===== config.mk =====
export PLATFORM = sky130hd
export DESIGN_NAME = adc_cal_sequencer
export DESIGN_NICKNAME = d
export VERILOG_FILES = /design/src/rtl/adc_cal_pkg.sv /design/src/rtl/adc_cal_mode_decode.sv /design/src/rtl/adc_cal_settle_gate.sv /design/src/rtl/adc_cal_sequencer.sv
export SDC_FILE = /design/constraint.sdc
export NUM_CORES = 1
export LEC_CHECK = 0
export BUFFER_PORTS_ARGS = -buffer_cell sky130_fd_sc_hd__buf_2
export CORE_AREA = 2 2 46 48
export DETAILED_ROUTE_END_ITERATION = 6
export DIE_AREA = 0 0 48 50
export PLACE_DENSITY = 0.81
export RECOVER_POWER = 25
export SYNTH_ARGS = -nofsm -noshare
export SYNTH_HDL_FRONTEND = slang
export SYNTH_HIERARCHICAL = 1
export SYNTH_SLANG_ARGS = --single-unit
export TNS_END_PERCENT = 50

===== constraint.sdc =====
create_clock -name clk -period 5.7 [get_ports clk]
set_clock_uncertainty 0.1 [all_clocks]
set_input_delay 0.285 -clock clk [delete_from_list [all_inputs] [get_ports clk]]
set_output_delay 0.285 -clock clk [all_outputs]
set_load 0.1 [all_outputs]

===== src/rtl/adc_cal_pkg.sv =====
package adc_cal_pkg;

    localparam int MODE_W = 3;

    localparam logic [MODE_W-1:0] CODE_NORMAL     = 3'b000;
    localparam logic [MODE_W-1:0] CODE_SELF       = 3'b001;
    localparam logic [MODE_W-1:0] CODE_SYS_ZERO   = 3'b010;
    localparam logic [MODE_W-1:0] CODE_SYS_FULL   = 3'b011;
    localparam logic [MODE_W-1:0] CODE_SYS_OFFSET = 3'b100;
    localparam logic [MODE_W-1:0] CODE_BACKGROUND = 3'b101;

    typedef enum logic [1:0] {
        MUX_EXT   = 2'b00,
        MUX_SHORT = 2'b01,
        MUX_REF   = 2'b10
    } mux_e;

    typedef enum logic [3:0] {
        PH_NORM,
        PH_SC_ZERO,
        PH_SC_FULL,
        PH_SYS_ZERO,
        PH_SYS_FULL,
        PH_OFS_ZERO,
        PH_OFS_FULL,
        PH_BG_EXT,
        PH_BG_ZERO,
        PH_BG_FULL
    } phase_e;

    typedef struct packed {
        phase_e phase;
        logic   bg_first;
        logic   conv_start;
        logic   res_valid;
        logic   res_cal;
        logic   res_bad;
        logic   zs_latch;
        logic   fs_latch;
        logic   drdy_n;
    } seq_state_t;

    // Input source that each phase measures.
    function automatic mux_e phase_mux(input phase_e p);
        case (p)
            PH_SC_ZERO, PH_BG_ZERO:              return MUX_SHORT;
            PH_SC_FULL, PH_OFS_FULL, PH_BG_FULL: return MUX_REF;
            default:                             return MUX_EXT;
        endcase
    endfunction

endpackage


===== src/rtl/adc_cal_mode_decode.sv =====
module adc_cal_mode_decode
    import adc_cal_pkg::*;
(
    input  logic [MODE_W-1:0] mode_code,
    output phase_e            start_phase
);

    always_comb begin
        case (mode_code)
            CODE_SELF:       start_phase = PH_SC_ZERO;
            CODE_SYS_ZERO:   start_phase = PH_SYS_ZERO;
            CODE_SYS_FULL:   start_phase = PH_SYS_FULL;
            CODE_SYS_OFFSET: start_phase = PH_OFS_ZERO;
            CODE_BACKGROUND: start_phase = PH_BG_EXT;
            // CODE_NORMAL and the two spare codes
            default:         start_phase = PH_NORM;
        endcase
    end

endmodule


===== src/rtl/adc_cal_settle_gate.sv =====
module adc_cal_settle_gate #(
    parameter int SETTLE_W = 4
) (
    input  logic                clk,
    input  logic                rst_n,
    input  logic                restart,
    input  logic                conv_done,
    input  logic [SETTLE_W-1:0] settle_len,
    output logic                take
);

    logic [SETTLE_W-1:0] cnt_d, cnt_q;
    logic                settled;

    always_comb begin
        settled = (cnt_q >= settle_len);
        take    = conv_done && settled;
        cnt_d   = cnt_q;
        if (restart) begin
            cnt_d = '0;
        end else if (conv_done && !settled) begin
            cnt_d = cnt_q + 1'b1;
        end
    end

    always_ff @(posedge clk or negedge rst_n) begin
        if (!rst_n) begin
            cnt_q <= '0;
        end else begin
            cnt_q <= cnt_d;
        end
    end

endmodule


===== src/rtl/adc_cal_sequencer.sv =====
module adc_cal_sequencer
    import adc_cal_pkg::*;
#(
    parameter int SETTLE_W = 4
) (
    input  logic                clk,
    input  logic                rst_n,
    input  logic                mode_wr,
    input  logic [2:0]          mode_code,
    input  logic [SETTLE_W-1:0] settle_len,
    input  logic                conv_done,
    output logic [1:0]          mux_sel,
    output logic                conv_start,
    output logic                zs_latch,
    output logic                fs_latch,
    output logic                res_valid,
    output logic                res_cal,
    output logic                res_bad,
    output logic                drdy_n
);

    seq_state_t s_d, s_q;
    phase_e     start_phase;
    logic       take;
    logic       restart;

    adc_cal_mode_decode u_decode (
        .mode_code   (mode_code),
        .start_phase (start_phase)
    );

    adc_cal_settle_gate #(
        .SETTLE_W (SETTLE_W)
    ) u_gate (
        .clk        (clk),
        .rst_n      (rst_n),
        .restart    (restart),
        .conv_done  (conv_done),
        .settle_len (settle_len),
        .take       (take)
    );

    always_comb begin
        s_d           = s_q;
        s_d.res_valid = 1'b0;
        s_d.res_cal   = 1'b0;
        s_d.res_bad   = 1'b0;
        s_d.zs_latch  = 1'b0;
        s_d.fs_latch  = 1'b0;
        restart       = 1'b0;

        if (mode_wr) begin
            // New code: drop the running sequence and the pending result.
            s_d.phase    = start_phase;
            s_d.bg_first = 1'b1;
            s_d.drdy_n   = 1'b1;
            restart      = 1'b1;
        end else if (conv_done && !take) begin
            // Settling result: discarded.
            s_d.drdy_n = 1'b1;
        end else if (take) begin
            s_d.res_valid = 1'b1;
            unique case (s_q.phase)
                PH_NORM: begin
                    s_d.drdy_n = 1'b0;
                end
                PH_SC_ZERO: begin
                    s_d.res_cal = 1'b1;
                    s_d.phase   = PH_SC_FULL;
                end
                PH_SC_FULL: begin
                    s_d.res_cal  = 1'b1;
                    s_d.zs_latch = 1'b1;
                    s_d.fs_latch = 1'b1;
                    s_d.phase    = PH_NORM;
                end
                PH_SYS_ZERO: begin
                    s_d.res_cal  = 1'b1;
                    s_d.zs_latch = 1'b1;
                    s_d.phase    = PH_NORM;
                end
                PH_SYS_FULL: begin
                    s_d.res_cal  = 1'b1;
                    s_d.fs_latch = 1'b1;
                    s_d.phase    = PH_NORM;
                end
                PH_OFS_ZERO: begin
                    s_d.res_cal = 1'b1;
                    s_d.phase   = PH_OFS_FULL;
                end
                PH_OFS_FULL: begin
                    s_d.res_cal  = 1'b1;
                    s_d.zs_latch = 1'b1;
                    s_d.fs_latch = 1'b1;
                    s_d.phase    = PH_NORM;
                end
                PH_BG_EXT: begin
                    s_d.drdy_n   = 1'b0;
                    s_d.res_bad  = s_q.bg_first;
                    s_d.bg_first = 1'b0;
                    s_d.phase    = PH_BG_ZERO;
                end
                PH_BG_ZERO: begin
                    s_d.res_cal  = 1'b1;
                    s_d.zs_latch = 1'b1;
                    s_d.phase    = PH_BG_FULL;
                end
                PH_BG_FULL: begin
                    s_d.res_cal  = 1'b1;
                    s_d.fs_latch = 1'b1;
                    s_d.phase    = PH_BG_EXT;
                end
                default: begin
                    s_d.phase = PH_NORM;
                end
            endcase
            if (s_d.res_cal) begin
                s_d.drdy_n = 1'b1;
            end
            // A source change needs a fresh filter.
            restart = (phase_mux(s_d.phase) != phase_mux(s_q.phase));
        end

        s_d.conv_start = restart;
    end

    always_ff @(posedge clk or negedge rst_n) begin
        if (!rst_n) begin
            s_q <= '{phase: PH_NORM, drdy_n: 1'b1, default: 1'b0};
        end else begin
            s_q <= s_d;
        end
    end

    assign mux_sel    = phase_mux(s_q.phase);
    assign conv_start = s_q.conv_start;
    assign zs_latch   = s_q.zs_latch;
    assign fs_latch   = s_q.fs_latch;
    assign res_valid  = s_q.res_valid;
    assign res_cal    = s_q.res_cal;
    assign res_bad    = s_q.res_bad;
    assign drdy_n     = s_q.drdy_n;

endmodule


Yosys cells after proc, flatten, opt, wreduce, memory -nomap -nowiden
Index checks and enable logic that the tools add are counted.
{"block": "word_totals", "ff_bits": 16, "input_bits": 11, "output_inout_bits": 9, "elab_cells": 91}
{"block": "classes", "addsub": 1, "order_cmp": 1, "eq_ne": 21, "muxes": 36, "reduce_logical": 22}
{"op": "5-bit 2-to-1 mux", "count": 5}
{"op": "4-bit one-hot mux with 6 select lines", "count": 1}
{"op": "4-bit by 3-bit == test with 1-bit output, second input constant", "count": 5}
{"op": "4-bit 2-to-1 mux", "count": 5}
{"op": "4-bit == test, second input constant", "count": 4}
{"op": "1-bit 2-to-1 mux", "count": 15}
{"op": "3-bit one-hot mux with 5 select lines", "count": 1}
{"op": "4-bit by 2-bit == test with 1-bit output, second input constant", "count": 3}
{"op": "2-bit 2-to-1 mux", "count": 6}
{"op": "4-bit by 1-bit == test with 1-bit output, second input constant", "count": 2}
{"op": "2-bit one-hot mux with 2 select lines", "count": 2}
{"op": "4-bit OR reduction", "count": 2}
{"op": "8-bit OR reduction", "count": 1}
{"op": "3-bit by 2-bit == test with 1-bit output, second input constant", "count": 2}
{"op": "3-bit == test, second input constant", "count": 2}
{"op": "6-bit 2-to-1 mux", "count": 1}
{"op": "2-bit nonzero test", "count": 3}
{"op": "2-bit OR reduction", "count": 3}
{"op": "3-bit OR reduction", "count": 2}
{"op": "4-bit by 1-bit adder with 4-bit output, second input constant", "count": 1}
{"op": "4-bit >= comparator", "count": 1}
{"op": "4-bit zero test", "count": 1}
{"op": "2-bit AND reduction", "count": 2}
{"op": "4-bit nonzero test", "count": 1}
{"op": "7 further kinds", "count": 10}

Longest topological paths before layout
Gate-level depths: netlist of run 1.
{"block": "logic_depth", "word_depth": 17, "mapped_depth": 10, "ltp_nobuf": 9}

Cells and area by module
The synthesis of run 1 kept the hierarchy.
{"module": "adc_cal_sequencer", "instances": 1, "cells_each": 76, "area_per_inst_um2": 710.7}
{"module": "adc_cal_settle_gate", "instances": 1, "cells_each": 31, "area_per_inst_um2": 294.0}
{"module": "adc_cal_mode_decode", "instances": 1, "cells_each": 8, "area_per_inst_um2": 53.8}

Least setup slack after synthesis of run 1
Ideal clock, no wire load.
{"block": "synth_path", "kind": "flip-flop to output port", "from": "register s_q[11] in the netlist's numbering", "to": "output port mux_sel[0]", "arrival_time_ns": 2.763, "setup_slack_ns": 2.552, "stages_incl_launch_ff": 5, "path_cell_list": "dfrtp_1 buf_4 buf_6 xnor2_1 nor3_1"}
{"block": "synth_between", "elab_chain_cells": 3, "elab_cells_between_ends": 8}
{"item": "start, declared", "line_no": "adc_cal_sequencer.sv:22", "rtl": "seq_state_t s_d, s_q;"}
{"item": "start signal, assigned", "line_no": "adc_cal_sequencer.sv:129", "rtl": "s_q <= '{phase: PH_NORM, drdy_n: 1'b1, default: 1'b0};"}
{"item": "start signal, assigned", "line_no": "adc_cal_sequencer.sv:131", "rtl": "s_q <= s_d;"}
{"item": "4-bit by 2-bit == test with 1-bit output (tied with other cells)", "line_no": "adc_cal_pkg.sv:45", "rtl": "case (p)"}
{"item": "3-bit OR reduction / 2-bit OR reduction (equally long branches)", "line_no": "adc_cal_pkg.sv:45"}
{"item": "2-bit one-hot mux with 2 select lines (*)", "line_no": "adc_cal_pkg.sv:45"}
{"item": "end, declared", "line_no": "adc_cal_sequencer.sv:12", "rtl": "output logic [1:0] mux_sel,"}
Mark *: on every way between the ends. The rest lies on a longest branch, timed or not.

Worst setup path after layout of run 1
{"block": "layout_path", "from": "register s_q[8] in the netlist's numbering", "to": "output port mux_sel[1]"}
Same word-level chain as after synthesis.

==> results of run 1 <==
area by class of cell:
type                       instances  area, um^2
multi-input combinational         80         542
tap                               27        33.8
sequential                        16         402
fill                             173         747
inverter                          10        37.5
timing repair buffer              20         104
clock buffer                       4        36.3
stage by stage:
stage / std cells / setup slack [ps] / hold WS (ps)
5_1_grt: 157 / 3420 / 219
2_1_floorplan: 115 / 2550 / -111
3_3_place_gp: 152 / 3700 / 105
6_report: 157 / 3510 / 214
3_5_place_dp: 152 / 3610 / 111
4_1_cts: 157 / 3520 / 204
power groups by stage:
stage,clock network (mW),registers [mW],logic (mW)
CTS,0.0762,0.134,0.0803
floorplan,0,0.135,0.0700
detailed placement,0,0.137,0.0789
global placement,0,0.137,0.0757
finish,0.0741,0.135,0.0798
global route,0.0814,0.137,0.0869
cells in the final DEF, fill, tap and decap left out, types with 2 or more instances in the layout:
master and n:
a21oi_1 9, nor2b_1 3, inv_1 10, or3_1 2
nor3_1 2, nand2_1 10, clkbuf_4 3, nor2_1 7
ha_1 5, o21ai_0 10, o211ai_2 2, a21o_1 2
dfrtp_1 15, mux2i_1 2, nor3b_1 2, xnor2_1 3
nand3_1 2, buf_2 18
worst reg2reg max path, cell delays in order, from the launching register on:
cell      delay [ps]
dfrtp_1          420
ha_1             290
o211ai_1         130
o21ai_0          150
and2_1           390
nand2_1          200
o31a_1           330
cells by family after synthesis:
| family | Yosys count | synth area share (%) |
|---|---|---|
| other | 1 | 0.354 |
| adders and majority gates | 5 | 5.91 |
| xor gates and xnor gates | 3 | 2.48 |
| AOI/OAI and AO/OA | 31 | 19.6 |
| and+or+nand+nor | 38 | 20.9 |
| muxes | 2 | 1.89 |
| DFF | 16 | 37.9 |
| buffers and inverters | 19 | 10.9 |
worst paths after layout:
kind,start,endpoint,slack (ps)
setup reg to reg,u_gate/cnt_q[2],s_q[11],3590
setup / recovery,s_q[8],mux_sel[1],3510
max in group asynchronous,rst_n,u_gate/cnt_q[0],4460
hold / removal,mode_wr,s_q[9],210
hold reg to reg,s_q[7],s_q[7],380
min in group asynchronous,rst_n,s_q[7],520
what timing repair did:
item                       4_1_cts  5_1_grt
setup endpoints to repair        0        0
hold endpoints to repair        15        0
hold buffers                     1        0
metal layers:
| metal | vias to the layer above | GRT usage [%] | wire (um) |
|---|---|---|---|
| met4 | 0 | 6.76 | 15 |
| met3 | 2 | 3.30 | 106 |
| met2 | 29 | 31.1 | 1010 |
| met1 | 426 | 23.0 | 843 |
| li1 | 430 | - | - |
| met5 | - | 0 | 0 |
==> flow_summary.rst, run 1 <==
.. list-table::
   :header-rows: 1

   * - Metric
     - Value
   * - Result of the run
     - completed
   * - Register area share after synthesis
     - between 30% and 40%
   * - Number of max-slew violations in the final report
     - 0
   * - Worst Path Required
     - roughly 5300 ps
   * - Initial antenna violation count
     - 0
   * - Worst slew margin relative to its limit
     - 43.8%
   * - Cell types with the highest counts after synthesis
     - dfrtp_1 (15), inv_1 (10), nand2_1 (10), o21ai_0 (10), a21oi_1 (9)
   * - Cell with the biggest individual delay on the critical path
     - dfrtp_1
   * - Proportion of power drawn by the clock network
     - between 20 and 30%
   * - DRT antenna net count
     - 0
   * - Gate count after technology mapping
     - 115
   * - Yosys top cell area share
     - a little over a third
   * - Flip-flop and latch count after synthesis
     - 16
   * - Tot GR Track Use
     - approximately a fifth
   * - Top FF cell, synth
     - dfrtp_1
   * - Number of different library cells in the post-synthesis netlist
     - about 40
   * - Fraction of registers with async set or reset after synthesis
     - between 90% and 100%
   * - Layout-stage area growth over the synthesis result
     - 9.10%
   * - Pin count of the biggest net entering global routing
     - 20
   * - Library cell used as clock root buffer
     - clkbuf_4
   * - First-pass detailed-route iteration total
     - 4
   * - P per Cell Area
     - between 200 and 300 mW/mm^2
   * - Logic gate share of total power
     - 27.6%
   * - Worst Path Max Fanout
     - 13
   * - Routed wirelength normalized by instance count
     - around 13 um
   * - Deepest clock path buffer count
     - 2
   * - Count of standard-cell rows
     - 16
   * - Cell taking the most area after synthesis
     - dfrtp_1
   * - Initial Util
     - between 50% and 60%
   * - Worst hold path depth
     - 2
   * - VDD IR-drop max
     - about 120 uV
   * - Cell-by-cell trace of the critical path
     - nor2b_1, nand3_1, nand2_1, buf_2
   * - Flip-flop count of the largest register after layout
     - 5
   * - Final period utilization
     - approximately 38%
   * - Number of setup violations in the final report
     - 0
   * - Cell types with the largest area share after synthesis
     - dfrtp_1 (35%), ha_1 (5.9%), o21ai_0 (4.7%)
   * - CP bufs+invs
     - 1
   * - Setup repair after global routing missed its margin
     - no
   * - Static Leak
     - between 0.5 and 0.6 nW
   * - Clock latency reported for the late side of the worst-skew pair
     - 280 ps
   * - Post-synth net total
     - 131
   * - Final layout net count
     - about 150
   * - Actual transition at the worst max-transition pin
     - roughly 840 ps
   * - Via count
     - about 890
   * - Number of buffers created by CTS
     - 3
   * - Total of cells resized after clock tree synthesis
     - 0
   * - Detailed placement HPWL
     - approximately 1.5 mm
   * - Yosys warning total
     - 6
   * - DRC Markers
     - 0
   * - Kind of end point of the critical path
     - output pin
   * - Critical path depth
     - 4
   * - Horiz. Die Dim
     - between 40 and 50 um
   * - Most used standard cell by instance count after synthesis
     - dfrtp_1
   * - Hold/Removal Path Class
     - in -> reg
   * - Placer's final routability congestion estimate
     - slightly above 0.8
   * - Vert. Die Dim
     - 50 um
   * - Reg2Reg Depth
     - 6
   * - Core area
     - approximately 0.0019 mm^2
   * - Total routed wirelength
     - 1.97 mm
   * - Mean instance size in the synthesized netlist
     - just over 9 um^2
   * - Iter 0 DRT Violations
     - 21
   * - Worst Setup Start Kind
     - register
   * - Final critical delay including setup and external delays
     - around 2200 ps
   * - Overall power
     - slightly below 0.3 mW
   * - Number of synthesized flops with an enable pin
     - 0
   * - Die area
     - ~0.0024 mm^2
   * - Maximum level of the CTS H-tree
     - 1
   * - Power Internal
     - ~0.19 mW
   * - Synthesized area
     - approximately 0.0011 mm^2
   * - Postcts setup bufs
     - 0
   * - Via count of the first global-routing pass
     - around 800
   * - Number of placed I/O pins
     - 20
   * - Core utilization of the finished layout
     - around three fifths
   * - Count of input and output buffers
     - 19
   * - Global-route wire length before repair
     - roughly 3.2 mm
   * - Kind of critical path
     - reg -> out
   * - Largest reg by FF count
     - s_q
   * - Mean number of vias per cell
     - 5.65
   * - Overflow left after global routing
     - 0
   * - Final hold violation count
     - 0
   * - Total negative setup slack
     - 0 ps
   * - Maximum clock frequency
     - about 460 MHz
   * - Critical path arrival
     - approximately 1800 ps
   * - Placed Area
     - roughly 0.0011 mm^2
   * - Crit-path leading delay family
     - flip-flops
   * - Post-layout instance area
     - approximately 0.0012 mm^2
   * - Count of inserted antenna diode cells
     - 0
   * - Registers with the highest flip-flop counts
     - s_q: 5 flops, u_gate/cnt_q: 4 flops
   * - Power dissipated by switching net loads
     - a little over 0.1 mW
   * - Net Sw Frac
     - between 30 and 40%
   * - Sequential cell fraction of total power
     - about 47%
   * - Number of sinks on the clock net
     - 16
   * - Max stage delay on crit path
     - a little under 600 ps
   * - Max-capacitance violation count
     - 0
   * - Layout cell share with drive strength beyond 1
     - 23.8%
   * - CTS tree
     - built
   * - Clock transition at the register clock pins on the worst setup and hold paths after CTS
     - 90 ps
Power figures use the tool's default switching activity.
==> run 2, diff against run 1 <==
--- a/config.mk
+++ b/config.mk
@@ -6,10 +6,10 @@
 export NUM_CORES = 1
 export LEC_CHECK = 0
 export BUFFER_PORTS_ARGS = -buffer_cell sky130_fd_sc_hd__buf_2
-export CORE_AREA = 2 2 46 48
+export CORE_AREA = 2 2 48 50
 export DETAILED_ROUTE_END_ITERATION = 6
-export DIE_AREA = 0 0 48 50
-export PLACE_DENSITY = 0.81
+export DIE_AREA = 0 0 50 52
+export PLACE_DENSITY = 0.75
 export RECOVER_POWER = 25
 export SYNTH_ARGS = -nofsm -noshare
 export SYNTH_HDL_FRONTEND = slang
==> constraint.sdc (replaced) <==
create_clock -name clk -period 2.2 [get_ports clk]
set_clock_uncertainty 0.1 [all_clocks]
set_input_delay 0.11 -clock clk [delete_from_list [all_inputs] [get_ports clk]]
set_output_delay 0.11 -clock clk [all_outputs]
set_load 0.1 [all_outputs]
==> flow_summary.rst, run 2 (synthesis gave the netlist of run 1 again) <==
.. list-table::
   :header-rows: 1

   * - Metric
     - Value
   * - Final hold violation count
     - 0
   * - Reg2Reg Depth
     - 8
   * - Die area
     - 0.00260 mm^2
   * - Final critical delay including setup and external delays
     - about 2000 ps
   * - DRC Markers
     - 0
   * - Count of input and output buffers
     - 19
   * - DRT antenna net count
     - 0
   * - First-pass detailed-route iteration total
     - 4
   * - Result of the run
     - completed
   * - Layout cell share with drive strength beyond 1
     - 25.4%
   * - Count of standard-cell rows
     - 17
   * - Pin count of the biggest net entering global routing
     - 20
   * - Number of placed I/O pins
     - 20
   * - Final period utilization
     - between 90% and 100%
   * - Hold/Removal Path Class
     - in -> reg
   * - Number of setup violations in the final report
     - 0
   * - Largest reg by FF count
     - s_q
   * - Library cell used as clock root buffer
     - clkbuf_4
   * - Worst hold path depth
     - 2
   * - Overflow left after global routing
     - 0
   * - Registers with the highest flip-flop counts
     - s_q: 5 flops, u_gate/cnt_q: 4 flops
   * - Via count of the first global-routing pass
     - ~800
   * - Clock transition at the register clock pins on the worst setup and hold paths after CTS
     - ~90 ps
   * - Final layout net count
     - between 100 and 150
   * - Placer's final routability congestion estimate
     - around 0.84
   * - Clock latency reported for the late side of the worst-skew pair
     - roughly 280 ps
   * - Core area
     - approximately 0.0021 mm^2
   * - Highest-count cells in the layout ignoring fill and taps
     - buf_2 (18), dfrtp_1 (15), nand2_1 (10), inv_1 (10), o21ai_0 (10)
   * - Detailed placement HPWL
     - between 1 and 1.5 mm
   * - P per Cell Area
     - roughly 650 mW/mm^2
   * - Most common cell after layout, fill and taps aside
     - buf_2
   * - Initial antenna violation count
     - 0
   * - Total negative setup slack
     - 0 ps
   * - Pre-CTS WS
     - roughly 160 ps
   * - Flip-flop count of the largest register after layout
     - 5
   * - Iter 0 DRT Violations
     - 21
   * - Maximum clock frequency
     - between 400 and 500 MHz
   * - Critical path arrival
     - roughly 2100 ps
   * - Number of sinks on the clock net
     - 16
   * - Worst Setup Start Kind
     - register
   * - Worst Path Required
     - 2270 ps
   * - Maximum level of the CTS H-tree
     - 1
   * - Horiz. Die Dim
     - ~50 um
   * - Worst slew margin relative to its limit
     - 42.3%
   * - CTS tree
     - built
   * - Actual transition at the worst max-transition pin
     - 865 ps
   * - Via count
     - approximately 870
   * - Placed Area
     - 0.00112 mm^2
   * - Initial Util
     - between 50 and 60%
   * - Core utilization of the finished layout
     - a little under three fifths
   * - Layout-stage area growth over the synthesis result
     - 9.81%
   * - Tot GR Track Use
     - about 18%
   * - Static Leak
     - 0.555 nW
   * - Count of inserted antenna diode cells
     - 0
   * - Total routed wirelength
     - approximately 2.0 mm
   * - Final WS setup
     - 166 ps
   * - Worst Path Max Fanout
     - 11
   * - Routed wirelength normalized by instance count
     - between 10 and 15 um
   * - Count of non-filler cells in the finished layout
     - between 150 and 200
   * - Kind of critical path
     - reg -> reg
   * - Number of max-slew violations in the final report
     - 0
   * - Post-layout instance area
     - 0.00116 mm^2
   * - Deepest clock path buffer count
     - 2
   * - Setup repair after global routing missed its margin
     - no
   * - Placed instance count
     - 153
   * - Max-capacitance violation count
     - 0
   * - Mean number of vias per cell
     - about 5.5
   * - Vert. Die Dim
     - 52 um
   * - Kind of end point of the critical path
     - register
   * - Number of buffers created by CTS
     - 3
   * - VDD IR-drop max
     - ~330 uV
   * - Global-route wire length before repair
     - between 3 and 4 mm
## run 2: cell count changes in the layout (fill, tap and decap cells not counted)
cell / delta
and2_1: -1
and2_2: +1
nor3_1: -1
nor3_2: +1
## run 2: path summary, 6_finish.rpt
check / from / to / slack, ps
max in group asynchronous: rst_n / u_gate/cnt_q[1] / 1130
worst max-delay path: u_gate/cnt_q[0] / s_q[8] / 170
worst min-delay path: mode_wr / s_q[9] / 30
worst max register to register: u_gate/cnt_q[0] / s_q[8] / 170
min in group asynchronous: rst_n / res_valid / 340
worst min register to register: s_q[7] / s_q[7] / 380
## run 2: metrics by stage
| stage | power (mW) | hold WS [ps] |
|---|---|---|
| 6_report | 0.753 | 31.6 |
| 5_1_grt | 0.797 | 36.6 |
| 4_1_cts | 0.758 | 21.9 |
| 3_5_place_dp | 0.560 | -53.3 |
| 3_3_place_gp | 0.554 | -58.9 |
| 2_1_floorplan | 0.534 | -286 |
## run 2: worst max-delay path, stage by stage (launching register included)
cell      delay [ps]
dfrtp_1          390
inv_1             80
ha_1             290
nor3b_2          220
o21ai_0          110
and2_2           280
and4bb_2         250
a21oi_1          110
o21ai_0           90
## run 2: where the power goes
| part | total, mW | switching [mW] | internal [mW] |
|---|---|---|---|
| sequential | 0.352 | 0.0404 | 0.311 |
| combinational | 0.206 | 0.136 | 0.0693 |
| clock | 0.195 | 0.0947 | 0.101 |
| total | 0.753 | 0.271 | 0.481 |
## run 2: final cells by class
class / count / area, um^2
Multi-Input combinational cell: 80 / 548
Clock buffer: 4 / 36.3
Fill cell: 192 / 943
Timing Repair Buffer: 20 / 104
Inverter: 10 / 37.5
Sequential cell: 16 / 402
Tap cell: 28 / 35.0
## run 2: timing repair
item	in CTS	in global routing
hold buffers	1	0
endpoints found under the hold margin	16	0
gates resized for setup	0	1
setup buffers	0	0
setup endpoints to repair	0	3
## run 2: routing by layer
metal / wire, um / up-vias / track usage [%]
met5: 0 / - / 0
met4: 18 / 0 / 7.87
met3: 138 / 4 / 2.87
met2: 993 / 38 / 29.2
met1: 873 / 401 / 22.7
li1: - / 426 / -
==> run 3, diff against run 2 <==
--- a/config.mk
+++ b/config.mk
@@ -5,11 +5,11 @@
 export SDC_FILE = /design/constraint.sdc
 export NUM_CORES = 1
 export LEC_CHECK = 0
-export BUFFER_PORTS_ARGS = -buffer_cell sky130_fd_sc_hd__buf_2
-export CORE_AREA = 2 2 48 50
+export CORE_AREA = 2 2 46 48
 export DETAILED_ROUTE_END_ITERATION = 6
-export DIE_AREA = 0 0 50 52
-export PLACE_DENSITY = 0.75
+export DIE_AREA = 0 0 48 50
+export DONT_BUFFER_PORTS = 1
+export PLACE_DENSITY = 0.72
 export RECOVER_POWER = 25
 export SYNTH_ARGS = -nofsm -noshare
 export SYNTH_HDL_FRONTEND = slang
==> flow_summary.rst, run 3 (synthesis gave the netlist of run 1 again) <==
.. list-table::
   :header-rows: 1

   * - Metric
     - Value
   * - Maximum clock frequency
     - between 400 and 500 MHz
   * - Number of sinks on the clock net
     - 16
   * - Final layout net count
     - approximately 140
   * - Routed wirelength normalized by instance count
     - approximately 13 um
   * - Die area
     - roughly 0.0024 mm^2
   * - CP bufs+invs
     - 0
   * - Placer's final routability congestion estimate
     - approximately 0.84
   * - DRC Markers
     - 0
   * - Static Leak
     - ~0.5 nW
   * - Final period utilization
     - 96.1%
   * - Pin count of the biggest net entering global routing
     - 20
   * - Largest reg by FF count
     - s_q
   * - Cell-by-cell trace of the critical path
     - ha_1, o211ai_1, o21ai_0, and2_2, nor2b_1, a311oi_1, a21oi_1
   * - Clock latency reported for the late side of the worst-skew pair
     - about 280 ps
   * - Layout-stage area growth over the synthesis result
     - 8.27%
   * - Mean number of vias per cell
     - 5.80
   * - Number of buffers created by CTS
     - 3
   * - Worst slew margin relative to its limit
     - between 40 and 50%
   * - Library cell used as clock root buffer
     - clkbuf_4
   * - Kind of critical path
     - reg -> reg
   * - Final critical delay including setup and external delays
     - 2110 ps
   * - Initial Util
     - approximately 56%
   * - Deepest clock path buffer count
     - 2
   * - Endpoint, Worst Hold
     - s_q[8]
   * - Number of setup violations in the final report
     - 0
   * - CTS tree
     - built
   * - Horiz. Die Dim
     - between 40 and 50 um
   * - Vert. Die Dim
     - 50 um
   * - P per Cell Area
     - about 650 mW/mm^2
   * - Highest-count cells in the layout ignoring fill and taps
     - dfrtp_1 (15), nand2_1 (10), inv_1 (10), o21ai_0 (10), a21oi_1 (9)
   * - Source of the worst hold timing path
     - mode_code[2]
   * - Detailed placement HPWL
     - 1.39 mm
   * - Initial antenna violation count
     - 0
   * - Flip-flop count of the largest register after layout
     - 5
   * - Global-route wire length before repair
     - 3.28 mm
   * - Postcts setup bufs
     - 0
   * - VDD IR-drop max
     - between 400 and 500 uV
   * - First-pass detailed-route iteration total
     - 5
   * - Max stage delay on crit path
     - ~420 ps
   * - Cell with the biggest individual delay on the critical path
     - dfrtp_1
   * - Worst hold path depth
     - 4
   * - Tot GR Track Use
     - between 10% and 20%
   * - Pre-CTS WS
     - roughly 140 ps
   * - Total routed wirelength
     - 1.95 mm
   * - Registers with the highest flip-flop counts
     - s_q: 5 flops, u_gate/cnt_q: 4 flops
   * - Actual transition at the worst max-transition pin
     - slightly below 900 ps
   * - Worst Path Required
     - between 2000 and 2500 ps
   * - Count of input and output buffers
     - 0
   * - Crit-path leading delay family
     - compound AO/OA/AOI/OAI gates
   * - Clock transition at the register clock pins on the worst setup and hold paths after CTS
     - 90 ps
   * - Worst r2r src
     - u_gate/cnt_q[1]
   * - Number of max-slew violations in the final report
     - 0
   * - Critical path arrival
     - around 2200 ps
   * - Layout cell share with drive strength beyond 1
     - between 15 and 20%
   * - Core utilization of the finished layout
     - 60.3%
   * - Flop-to-flop setup slack
     - ~86 ps
   * - Overflow left after global routing
     - 0
   * - Worst Setup Start Kind
     - register
   * - Kind of end point of the critical path
     - register
   * - DRT antenna net count
     - 0
   * - Core area
     - about 0.0019 mm^2
   * - Most common cell after layout, fill and taps aside
     - dfrtp_1
   * - Hold_ws
     - between 30 and 40 ps
   * - Count of inserted antenna diode cells
     - 0
   * - Iter 0 DRT Violations
     - 32
   * - Reg2Reg Depth
     - 7
   * - Worst flop-to-flop path endpoint
     - s_q[9]
   * - Max-capacitance violation count
     - 0
   * - Maximum level of the CTS H-tree
     - 1
   * - Hold/Removal Path Class
     - in -> reg
   * - Final hold violation count
     - 0
   * - Result of the run
     - completed
   * - Number of placed I/O pins
     - 20
   * - Via count of the first global-routing pass
     - ~800
   * - Worst Path Max Fanout
     - 11
   * - Final WS setup
     - approximately 86 ps
   * - Count of standard-cell rows
     - 16
   * - Via count
     - approximately 850
[run 3: cell type report]
type                    count  area (um^2)
fillers                   170          756
inverters                  10         37.5
well taps                  27         33.8
flip-flops and latches     16          402
repair buffers              9         82.6
clock buffers               4         36.3
multi-input cells          80          554
[run 3: what timing repair did]
| action | in CTS | in global routing |
|---|---|---|
| resized for setup | 0 | 1 |
| hold buffers | 6 | 0 |
| setup endpoints to repair | 0 | 3 |
| endpoints found under the hold margin | 28 | 0 |
[run 3: report_power, final]
group | internal, mW | switching [mW]
registers | 0.311 | 0.0636
clock network | 0.101 | 0.0851
logic | 0.0730 | 0.115
[run 3: worst max-delay path by stage]
stage | start | end | slack (ps) | cells past startpoint
after floorplan | s_q[11] | mux_sel[0] | 80 | 4
after global placement | u_gate/cnt_q[0] | s_q[8] | 190 | 8
after detailed placement | u_gate/cnt_q[1] | s_q[11] | 140 | 6
after CTS | u_gate/cnt_q[1] | s_q[11] | 110 | 6
after global routing | u_gate/cnt_q[0] | s_q[8] | -40 | 8
final | u_gate/cnt_q[1] | s_q[9] | 90 | 7
[run 3: worst register-to-register path, cell delays in order (launching register included)]
cell	delay (ps)
dfrtp_1	420
ha_1	300
o211ai_1	120
o21ai_0	260
and2_2	330
nor2b_1	80
a311oi_1	310
a21oi_1	70
[run 3: metal layers]
metal / vias up / routed length, um / GRT usage, %
met3: 8 / 120 / 5.49
li1: 408 / - / -
met2: 38 / 933 / 27.1
met1: 393 / 833 / 25.3
met5: - / 0 / 0
met4: 0 / 59 / 10.4
[run 3: metrics by stage]
stage | area, um^2 | cells | TNS, ps | power [mW]
finish | 1150 | 146 | 0 | 0.748
global route | 1150 | 146 | -40.5 | 0.797
CTS | 1140 | 146 | 0 | 0.754
detailed placement | 1050 | 136 | 0 | 0.549
global placement | 1050 | 136 | 0 | 0.541
floorplan | 1060 | 115 | 0 | 0.534
